`config.mk`:
```
export PLATFORM = sky130hd
export DESIGN_NAME = dbuf_dac_port
export DESIGN_NICKNAME = d
export VERILOG_FILES = /design/src/rtl/dbuf_pkg.sv /design/src/rtl/dbuf_stage_reg.sv /design/src/rtl/dbuf_readback.sv /design/src/rtl/dbuf_code_reg.sv /design/src/rtl/dbuf_dac_port.sv
export SDC_FILE = /design/constraint.sdc
export NUM_CORES = 1
export LEC_CHECK = 0
export BUFFER_PORTS_ARGS = -buffer_cell sky130_fd_sc_hd__buf_2
export CORE_MARGIN = 2
export CORE_UTILIZATION = 25
export CTS_CLUSTER_SIZE = 12
export DETAILED_ROUTE_END_ITERATION = 8
export GPL_ROUTABILITY_DRIVEN = 0
export GPL_TIMING_DRIVEN = 0
export REMOVE_ABC_BUFFERS = 1
export SYNTH_ARGS = -nofsm -noshare
export SYNTH_HDL_FRONTEND = slang
export SYNTH_SLANG_ARGS = --single-unit
```
`constraint.sdc`:
```
create_clock -name clk -period 1.2 [get_ports clk]
set_clock_uncertainty 0.2 [all_clocks]
set_input_delay 0.24 -clock clk [delete_from_list [all_inputs] [get_ports clk]]
set_output_delay 0.24 -clock clk [all_outputs]
set_load 0.01 [all_outputs]
```
`src/rtl/dbuf_pkg.sv`:
```
package dbuf_pkg;

   typedef struct packed {
      logic sel_n;
      logic rd_wr;
      logic load_n;
      logic clr_n;
   } ctl_t;

   typedef enum logic [1:0] {
      ACT_HOLD = 2'd0,
      ACT_LOAD = 2'd1,
      ACT_ZERO = 2'd2,
      ACT_MID  = 2'd3
   } act_e;

   // clear outranks load; read/write picks the clear value
   function automatic act_e decode_act(input ctl_t c);
      act_e a;
      if (!c.clr_n)       a = c.rd_wr ? ACT_MID : ACT_ZERO;
      else if (!c.load_n) a = ACT_LOAD;
      else                a = ACT_HOLD;
      return a;
   endfunction

   function automatic logic is_write(input ctl_t c);
      return !c.sel_n && !c.rd_wr;
   endfunction

   function automatic logic is_read(input ctl_t c);
      return !c.sel_n && c.rd_wr;
   endfunction

endpackage

```
`src/rtl/dbuf_stage_reg.sv`:
```
module dbuf_stage_reg
   import dbuf_pkg::*;
#(
   parameter int unsigned DATA_W = 16
) (
   input  logic              clk,
   input  logic              rst_n,
   input  ctl_t              ctl,
   input  logic [DATA_W-1:0] din,
   output logic [DATA_W-1:0] q
);

   logic wr_en;
   assign wr_en = is_write(ctl);

   always_ff @(posedge clk or negedge rst_n) begin
      if (!rst_n)     q <= '0;
      else if (wr_en) q <= din;
   end


   desel_hold_chk: assert property (@(posedge clk) disable iff (!rst_n)
      ctl.sel_n |=> $stable(q));


   write_capture_chk: assert property (@(posedge clk) disable iff (!rst_n)
      (!ctl.sel_n && !ctl.rd_wr) |=> (q == $past(din)));

endmodule

```
`src/rtl/dbuf_readback.sv`:
```
module dbuf_readback
   import dbuf_pkg::*;
#(
   parameter int unsigned DATA_W = 16
) (
   input  ctl_t              ctl,
   input  logic [DATA_W-1:0] stage_q,
   output logic [DATA_W-1:0] dout,
   output logic              oe
);

   assign oe = is_read(ctl);

   // per-bit gating keeps the outbound lines quiet while not driving
   for (genvar b = 0; b < DATA_W; b++) begin : g_bit
      assign dout[b] = oe & stage_q[b];
   end

endmodule

```
`src/rtl/dbuf_code_reg.sv`:
```
module dbuf_code_reg
   import dbuf_pkg::*;
#(
   parameter int unsigned DATA_W = 16
) (
   input  logic              clk,
   input  logic              rst_n,
   input  ctl_t              ctl,
   input  logic [DATA_W-1:0] stage_q,
   output logic [DATA_W-1:0] code
);

   localparam logic [DATA_W-1:0] ZERO_CODE = '0;
   localparam logic [DATA_W-1:0] MID_CODE  = {1'b1, {(DATA_W-1){1'b0}}};

   act_e act;
   logic [DATA_W-1:0] code_nxt;

   assign act = decode_act(ctl);

   always_comb begin
      unique case (act)
         ACT_LOAD: code_nxt = stage_q;
         ACT_ZERO: code_nxt = ZERO_CODE;
         ACT_MID:  code_nxt = MID_CODE;
         default:  code_nxt = code;
      endcase
   end

   always_ff @(posedge clk or negedge rst_n) begin
      if (!rst_n) code <= '0;
      else        code <= code_nxt;
   end


   load_copy_chk: assert property (@(posedge clk) disable iff (!rst_n)
      (ctl.clr_n && !ctl.load_n) |=> (code == $past(stage_q)));


   clear_zero_chk: assert property (@(posedge clk) disable iff (!rst_n)
      (!ctl.clr_n && !ctl.rd_wr) |=> (code == '0));


   clear_mid_chk: assert property (@(posedge clk) disable iff (!rst_n)
      (!ctl.clr_n && ctl.rd_wr) |=> (code[DATA_W-1] && $countones(code) == 1));


   code_hold_chk: assert property (@(posedge clk) disable iff (!rst_n)
      (ctl.clr_n && ctl.load_n) |=> $stable(code));

endmodule

```
`src/rtl/dbuf_dac_port.sv`:
```
module dbuf_dac_port
   import dbuf_pkg::*;
#(
   parameter int unsigned DATA_W = 16
) (
   input  logic              clk,
   input  logic              rst_n,
   input  logic              sel_n,
   input  logic              rd_wr,
   input  logic              load_n,
   input  logic              clr_n,
   input  logic [DATA_W-1:0] bus_in,
   output logic [DATA_W-1:0] bus_out,
   output logic              bus_oe,
   output logic [DATA_W-1:0] dac_code
);

   if (DATA_W < 2) begin : g_bad_width
      $error("dbuf_dac_port: DATA_W must be at least 2");
   end

   ctl_t ctl;
   logic [DATA_W-1:0] stage_q;

   assign ctl = '{sel_n: sel_n, rd_wr: rd_wr, load_n: load_n, clr_n: clr_n};

   dbuf_stage_reg #(.DATA_W(DATA_W)) i_stage (
      .clk(clk), .rst_n(rst_n), .ctl(ctl), .din(bus_in), .q(stage_q)
   );

   dbuf_readback #(.DATA_W(DATA_W)) i_readback (
      .ctl(ctl), .stage_q(stage_q), .dout(bus_out), .oe(bus_oe)
   );

   dbuf_code_reg #(.DATA_W(DATA_W)) i_code (
      .clk(clk), .rst_n(rst_n), .ctl(ctl), .stage_q(stage_q), .code(dac_code)
   );


   oe_needs_sel_chk: assert property (@(posedge clk) disable iff (!rst_n)
      bus_oe |-> (!sel_n && rd_wr));


   readback_data_chk: assert property (@(posedge clk) disable iff (!rst_n)
      bus_oe |-> (bus_out == stage_q));

endmodule

```
# Yosys cells after proc, flatten, opt, wreduce, memory -nomap -nowiden
# Cells that the tools add are included.
totals:
  ff_bits: 32
  latchBits: 0
  ram_bits: 0
  rom_bits: 0
  input_bits: 22
  word_cells: 30
  n_memories: 0
op_classes:
  n_addsub: 0
  multipliers: 0
  div_mod_pow: 0
  n_lt_le_gt_ge: 0
  n_eq_ne: 3
  n_shift: 0
  mux: 4
  bitwise_logic: 16
  reduce_logical: 5
op_table:
  columns: ["op", "n"]
  rows:
  - ["$pmux W16 S3", 1]
  - ["$and A1 B1 Y1", 16]
  - ["$eq A2 B2 Y1 const B", 2]
  - ["$reduce_bool A3 Y1", 1]
  - ["$eq A2 B1 Y1 const B", 1]
  - ["$logic_and A1 B1 Y1", 2]
  - ["$logic_not A1 Y1", 2]
  - ["$mux W1", 2]
  - ["$mux W2", 1]

# Longest topological paths before layout
# Gate-level depths: netlist of run 1.
logic_depth:
  depth_word: 4
  depth_mapped: 4
  ltp_nobuf: 2

# By module
# A second synthesis of run 1 with hierarchy kept.
hier_totals:
  hier_cells: 105
  area_unflattened_um2: 1512.7
modules_own_cells:
  columns: ["module", "instances", "cells_per_inst", "area_each_um2"]
  rows:
  - ["dbuf_code_reg", 1, 52, 698.2]
  - ["dbuf_stage_reg", 1, 34, 649.4]
  - ["dbuf_readback", 1, 19, 165.2]

# Worst setup path after synthesis of run 1
# Ideal clock, no wire load.
synth_path:
  kind: "input port to output port"
  startpoint: "input port sel_n"
  endpoint: "output port bus_out[10]"
  arrival_time_ps: 815
  required_ps: 760
  slack_ps: -55
  cell_stages: 3
  n_path_buf: 1
  path_cell_list: "and2b_1 > buf_4 > and2_1"
synth_between:
  elab_chain_len: 3
synth_lines:
  columns: ["item", "line_no", "rtl"]
  rows:
  - ["from (decl)", "dbuf_dac_port.sv:8", "input logic sel_n,"]
  - ["$logic_not A1 Y1", "dbuf_pkg.sv:31", "return !c.sel_n && c.rd_wr;"]
  - ["$logic_and A1 B1 Y1", "dbuf_pkg.sv:31", null]
  - ["via bus_oe", "dbuf_dac_port.sv:14", "output logic bus_oe,"]
  - ["$and A1 B1 Y1", "dbuf_readback.sv:16", "assign dout[b] = oe & stage_q[b];"]
  - ["to (decl)", "dbuf_dac_port.sv:13", "output logic [DATA_W-1:0] bus_out,"]
# The timed path passes the listed nets, and every way through them passes these cells.

# Worst setup path in the final report of run 1
layout_path:
  startpoint: "register i_stage.q[1]"
  endpoint: "output port bus_out[1]"
layout_between:
  elab_chain_len: 1
layout_lines:
  columns: ["item", "line_no", "rtl"]
  rows:
  - ["from (decl)", "dbuf_stage_reg.sv:10", "output logic [DATA_W-1:0] q"]
  - ["from (signal assigned)", "dbuf_stage_reg.sv:18", "else if (wr_en) q <= din;"]
  - ["$and A1 B1 Y1", "dbuf_readback.sv:16", null]
# Every way passes these cells.

==> results of run 1 <==
==> critical path, cell delays in order (launching register included) <==
cell,delay (ps)
dfrtp_1,370
and2_1,150
buf_2,130
==> power breakdown <==
part / switching [uW] / internal, uW
sequential: 63.4 / 1210
combinational: 288 / 481
clock: 379 / 468
==> cells in the final DEF (no fill, tap or decap) <==
master	count
and2_4	5
and2_1	11
mux2i_1	16
clkbuf_1	2
nor2_4	1
buf_4	38
buf_8	1
nor2b_1	15
nor2_1	1
mux2_2	15
dfrtp_1	32
buf_2	46
mux2_4	1
buf_6	8
and2b_2	1
dlygate4sd3_1	16
a21oi_1	1
clkbuf_8	6
and2b_4	2
==> routing by layer <==
metal,wire (um),track usage,vias to the layer above
li1,-,-,580
met1,1690,0.146,567
met2,2000,0.215,37
met3,177,0.0341,6
met4,87,0.0466,0
met5,0,0,-
==> state kept, by name, summed over array words and instances, names as in the netlist <==
register,cells
i_stage.q,16
i_code.code,16
==> synthesized netlist by cell type (all sizes together) <==
library cell  number  area (um^2)
and2b              1         7.51
dfrtp             32          801
and2              16          100
a21oi              1         5.00
nor2               2         15.0
mux2              16          180
nor2b             15         93.8
buf                4         37.5
clkbuf             1         3.75
mux2i             16          160
==> cell type report <==
type	count	area [um^2]	area share
flip-flops and latches	32	801	0.339
repair buffers	109	781	0.331
multi-input cells	69	599	0.254
clock buffers	8	90.1	0.0382
well taps	72	90.1	0.0382
==> stage by stage <==
| step | power (uW) | setup WS, ps |
|---|---|---|
| 2_1_floorplan | 1530 | -71.6 |
| 3_3_place_gp | 1720 | -516 |
| 3_5_place_dp | 1730 | -513 |
| 4_1_cts | 2790 | -184 |
| 5_1_grt | 3070 | -213 |
| 6_report | 2890 | -176 |
==> what timing repair did <==
item / CTS / global route
setup buffers: 22 / 17
cloned: 2 / 0
resized for setup: 11 / 13
endpoints found under the setup margin: 49 / 33
endpoints found under the hold margin: 48 / 32
pin swaps: 3 / 4
==> logic make-up after synthesis <==
logic type             share of synthesized area
muxes                                      0.242
buffers and inverters                     0.0294
DFF                                        0.570
and+or+nand+nor                            0.154
AOI/OAI and AO/OA                        0.00356
==> how the worst max path moves through the flow <==
stage	start	to	slack [ps]
finish	i_stage.q[1]	bus_out[1]	-180
global route	i_stage.q[6]	bus_out[6]	-210
CTS	i_stage.q[6]	bus_out[6]	-180
detailed placement	sel_n	bus_out[5]	-510
global placement	sel_n	bus_out[15]	-520
floorplan	sel_n	bus_out[0]	-70
==> results.py, run 1 <==
metrics = {
    "cts": {
        "cts_tree": "built",
        "cts_sinks": 32,
        "cts-root-buf": "clkbuf_8",
        "cts_made_buffers": 5,
        "clk_latency_ps": 270,
        "cts_hold_buf": 16,
        "htreeDepth": 2,
        "clk_pin_slew_ps": 70,
        "cts.path.max_buffers": 2,
    },
    "sta": {
        "worst_slew_pin_slew_ps": 725,
        "min_period_over_period": 1.15,
        "rsz0062_at_grt": "true",
        "hold_slack_ps": -181,
        "hold_violations": 32,
        "drv_slew": 0,
        "slew_headroom": 0.517,
        "setup_slack_ps": -176,
        "finalCriticalPeriod_ps": 1380,
        "setup_violations": 36,
        "fmax_mhz": 727,
        "final.setup.tns_ps": -3130,
    },
    "grt": {
        "grt_pass1_wl_um": 5730,
        "gr-total-overflow": 0,
        "grt_pass1_vias": 1162,
        "gr-usage-all-layers": 0.124,
        "grt_start_max_net_pins": 33,
        "antenna_found_initial": 0,
    },
    "outcome": {
        "violations": "negative hold slack, negative setup slack",
        "status": "finished with violations",
    },
    "critical_path": {
        "rrSetupSlack_ps": -10,
        "cp-end-kind": "output pin",
        "worstReg2RegStart": "i_stage.q[5]",
        "rr_endpoint": "i_stage.q[5]",
        "cp_max_fo": 2,
        "critical_path_required_ps": 760,
        "timing_worst_setup_path_type": "flip-flop to output pin",
        "crit_path_start_kind": "flip-flop",
        "rr_worst_depth": 3,
        "cp.arrival_ps": 940,
    },
    "detailed_routing": {
        "viasPerCell": 4.10,
        "drc": 0,
        "dr.pass1.iters": 4,
        "dr_total_vias": 1190,
        "ant_nets": 0,
        "drt-total-wl_um": 3960,
        "wl_per_cell_um": 13.7,
        "drt_iter0_markers": 13,
    },
    "yosys": {
        "netlist_area_um2": 1400,
        "synth_seq_cells": 32,
        "synthesis.instances": 104,
        "yosysSeqAreaShare": 0.570,
        "yosys_warnings": 0,
        "avgSynthCellArea_um2": 13.5,
        "yosysUniqueCellTypes": 12,
    },
    "die": {
        "fp.coreArea_um2": 5470,
        "rows": 27,
        "dieArea_um2": 6230,
        "io_pins": 55,
        "dieHeight_um": 78.9,
        "die-width_um": 78.9,
        "start_util": 0.257,
    },
    "final_layout": {
        "fillers": 537,
        "fin_util": 0.431,
        "syn_to_final_growth_pct": 68.2,
        "final_nets": 239,
        "layout.cells.non_filler": 290,
        "antenna_cells": 0,
        "final_area_um2": 2360,
        "drive_gt1_frac": 0.569,
    },
    "power": {
        "p_per_area_nw_per_um2": 1220,
        "vdd_drop_max_mv": 0.515,
        "p_leak_uw": 0.00122,
    },
    "placed_design": {
        "placed_area_um2": 1720,
        "placed_cells": 225,
        "port_buffers": 54,
    },
    "hold_path": {
        "hold_class": "input port to asynchronous set/reset pin",
    },
    "flow_run": {
        "maxCapViolCount": 0,
    },
}
Power figures use the tool's default switching activity.
==> inputs of run 2 (changes only) <==
--- a/config.mk
+++ b/config.mk
@@ -8,6 +8,7 @@
 export BUFFER_PORTS_ARGS = -buffer_cell sky130_fd_sc_hd__buf_2
 export CORE_MARGIN = 2
 export CORE_UTILIZATION = 25
+export CTS_BUF_LIST = sky130_fd_sc_hd__clkbuf_2
 export CTS_CLUSTER_SIZE = 12
 export DETAILED_ROUTE_END_ITERATION = 8
 export GPL_ROUTABILITY_DRIVEN = 0
==> results.py, run 2 (synthesis gave the netlist of run 1 again) <==
metrics = {
    "outcome": {
        "status": "finished with violations",
        "violations": "negative setup slack",
    },
    "hold_path": {
        "holdPathStages": 2,
        "hold_class": "input port to flip-flop",
    },
    "detailed_routing": {
        "drt_iter0_markers": 20,
        "ant_nets": 0,
        "wl_per_cell_um": 12.3,
        "viasPerCell": 4.06,
        "drt-total-wl_um": 3510,
        "dr.pass1.iters": 3,
        "dr_total_vias": 1158,
        "drc": 0,
    },
    "power": {
        "p_leak_uw": 0.00117,
        "swShare": 0.276,
        "pwr-share-seq": 0.504,
        "vdd_drop_max_mv": 0.391,
        "combPwrFrac": 0.291,
        "net-switching-power_uw": 693,
        "intPower_uw": 1810,
        "clock_power_share": 0.205,
        "p_per_area_nw_per_um2": 1120,
    },
    "critical_path": {
        "crit_buf_inv": 1,
        "rr_worst_depth": 3,
        "cp-end-kind": "output pin",
        "cp.depth": 2,
        "timing_worst_setup_path_type": "flip-flop to output pin",
        "worst_path_largest_cell_delay_ps": 410,
        "cpMaxStageDelayCell": "dfrtp_1",
        "critical_path_required_ps": 760,
        "rrSetupSlack_ps": -10,
        "critPathTopFamily": "flip-flops",
        "crit_path_start_kind": "flip-flop",
        "cp.arrival_ps": 1020,
        "cp_max_fo": 2,
        "path_cells": "and2_1 -> buf_2",
    },
    "cts": {
        "cts_tree": "built",
        "htreeDepth": 2,
        "clk_pin_slew_ps": 170,
        "cts-root-buf": "clkbuf_2",
        "cts.path.max_buffers": 2,
        "cts_sinks": 32,
        "clk_latency_ps": 350,
        "cts_made_buffers": 5,
    },
    "final_layout": {
        "final_area_um2": 2230,
        "most-common-layout-cells": "buf_2, dfrtp_1, buf_4, dlygate4sd3_1, mux2i_1",
        "largestRegisters": "i_code.code x16, i_stage.q x16",
        "final_nets": 234,
        "syn_to_final_growth_pct": 59.2,
        "antenna_cells": 0,
        "final_common_cell": "buf_2",
        "drive_gt1_frac": 0.535,
    },
    "die": {
        "start_util": 0.257,
        "dieHeight_um": 78.9,
        "io_pins": 55,
        "fp.coreArea_um2": 5470,
        "die-width_um": 78.9,
        "dieArea_um2": 6230,
        "rows": 27,
    },
    "placed_design": {
        "placed_area_um2": 1720,
        "place_ws_ps": -513,
        "port_buffers": 54,
    },
    "grt": {
        "grt_pass1_wl_um": 5450,
        "gr-total-overflow": 0,
        "met1_usage": 0.134,
        "gr-usage-all-layers": 0.115,
        "grt_start_max_net_pins": 33,
        "grt_pass1_vias": 1130,
        "globalRoute.busiestLayer": "met2",
        "use_met3": 0.0352,
        "use_met2": 0.201,
        "antenna_found_initial": 0,
    },
    "sta": {
        "setup_slack_ps": -263,
        "hold_violations": 0,
        "finalCriticalPeriod_ps": 1460,
        "hold_slack_ps": 77.1,
        "fmax_mhz": 684,
        "worst_slew_pin_slew_ps": 570,
        "min_period_over_period": 1.22,
        "setup_violations": 38,
        "slew_headroom": 0.619,
        "drv_slew": 0,
        "rsz0062_at_grt": "true",
    },
    "flow_run": {
        "maxCapViolCount": 0,
    },
}
run 2: layout make-up:
type	instances	area, um^2
Clock buffer	7	35.0
Clock inverter	1	3.75
Fill cell	553	3240
Multi-Input combinational cell	67	571
Sequential cell	32	801
Tap cell	72	90.1
Timing Repair Buffer	106	734
run 2: stage by stage:
stage	power (uW)	util	TNS, ps	std cells
finish	2510	0.408	-6290	285
global route	2690	0.408	-9800	285
CTS	2440	0.382	-7690	269
detailed placement	1730	0.315	-15990	225
global placement	1720	0.315	-15910	225
floorplan	1530	-	-1420	99
run 2: worst reg2reg max path, delay by kind of cell, from the launching register on:
family   cells  cell delay (ps)
mux          1              260
buf+inv      2              250
flops        1              410
run 2: per-layer routing:
layer | share of wire | up-vias
li1 | - | 561
met1 | 0.44 | 553
met2 | 0.50 | 36
met3 | 0.050 | 8
met4 | 0.016 | 0
met5 | 0 | -
run 2: worst paths after layout:
| kind | startpoint | to |
|---|---|---|
| worst max-delay path | i_stage.q[1] | bus_out[1] |
| worst min-delay path | clr_n | i_code.code[14] |
| worst max register to register | i_stage.q[5] | i_stage.q[5] |
| worst min register to register | i_code.code[7] | i_code.code[7] |
| max in group asynchronous | rst_n | i_code.code[2] |
| min in group asynchronous | rst_n | i_stage.q[6] |
run 2: power by group through the flow:
stage	Combinational [uW]	Clock, uW	Sequential [uW]
global route	794	616	1280
detailed placement	427	0	1300
finish	730	513	1260
global placement	422	0	1300
floorplan	216	0	1310
CTS	621	552	1260
run 2: repair_timing:
| action | in CTS | in global routing |
|---|---|---|
| hold buffers | 18 | 0 |
| pin swaps | 0 | 1 |
| buffers inserted | 18 | 16 |
| resized for setup | 4 | 6 |
| hold endpoints to repair | 49 | 0 |
| setup endpoints to repair | 33 | 65 |
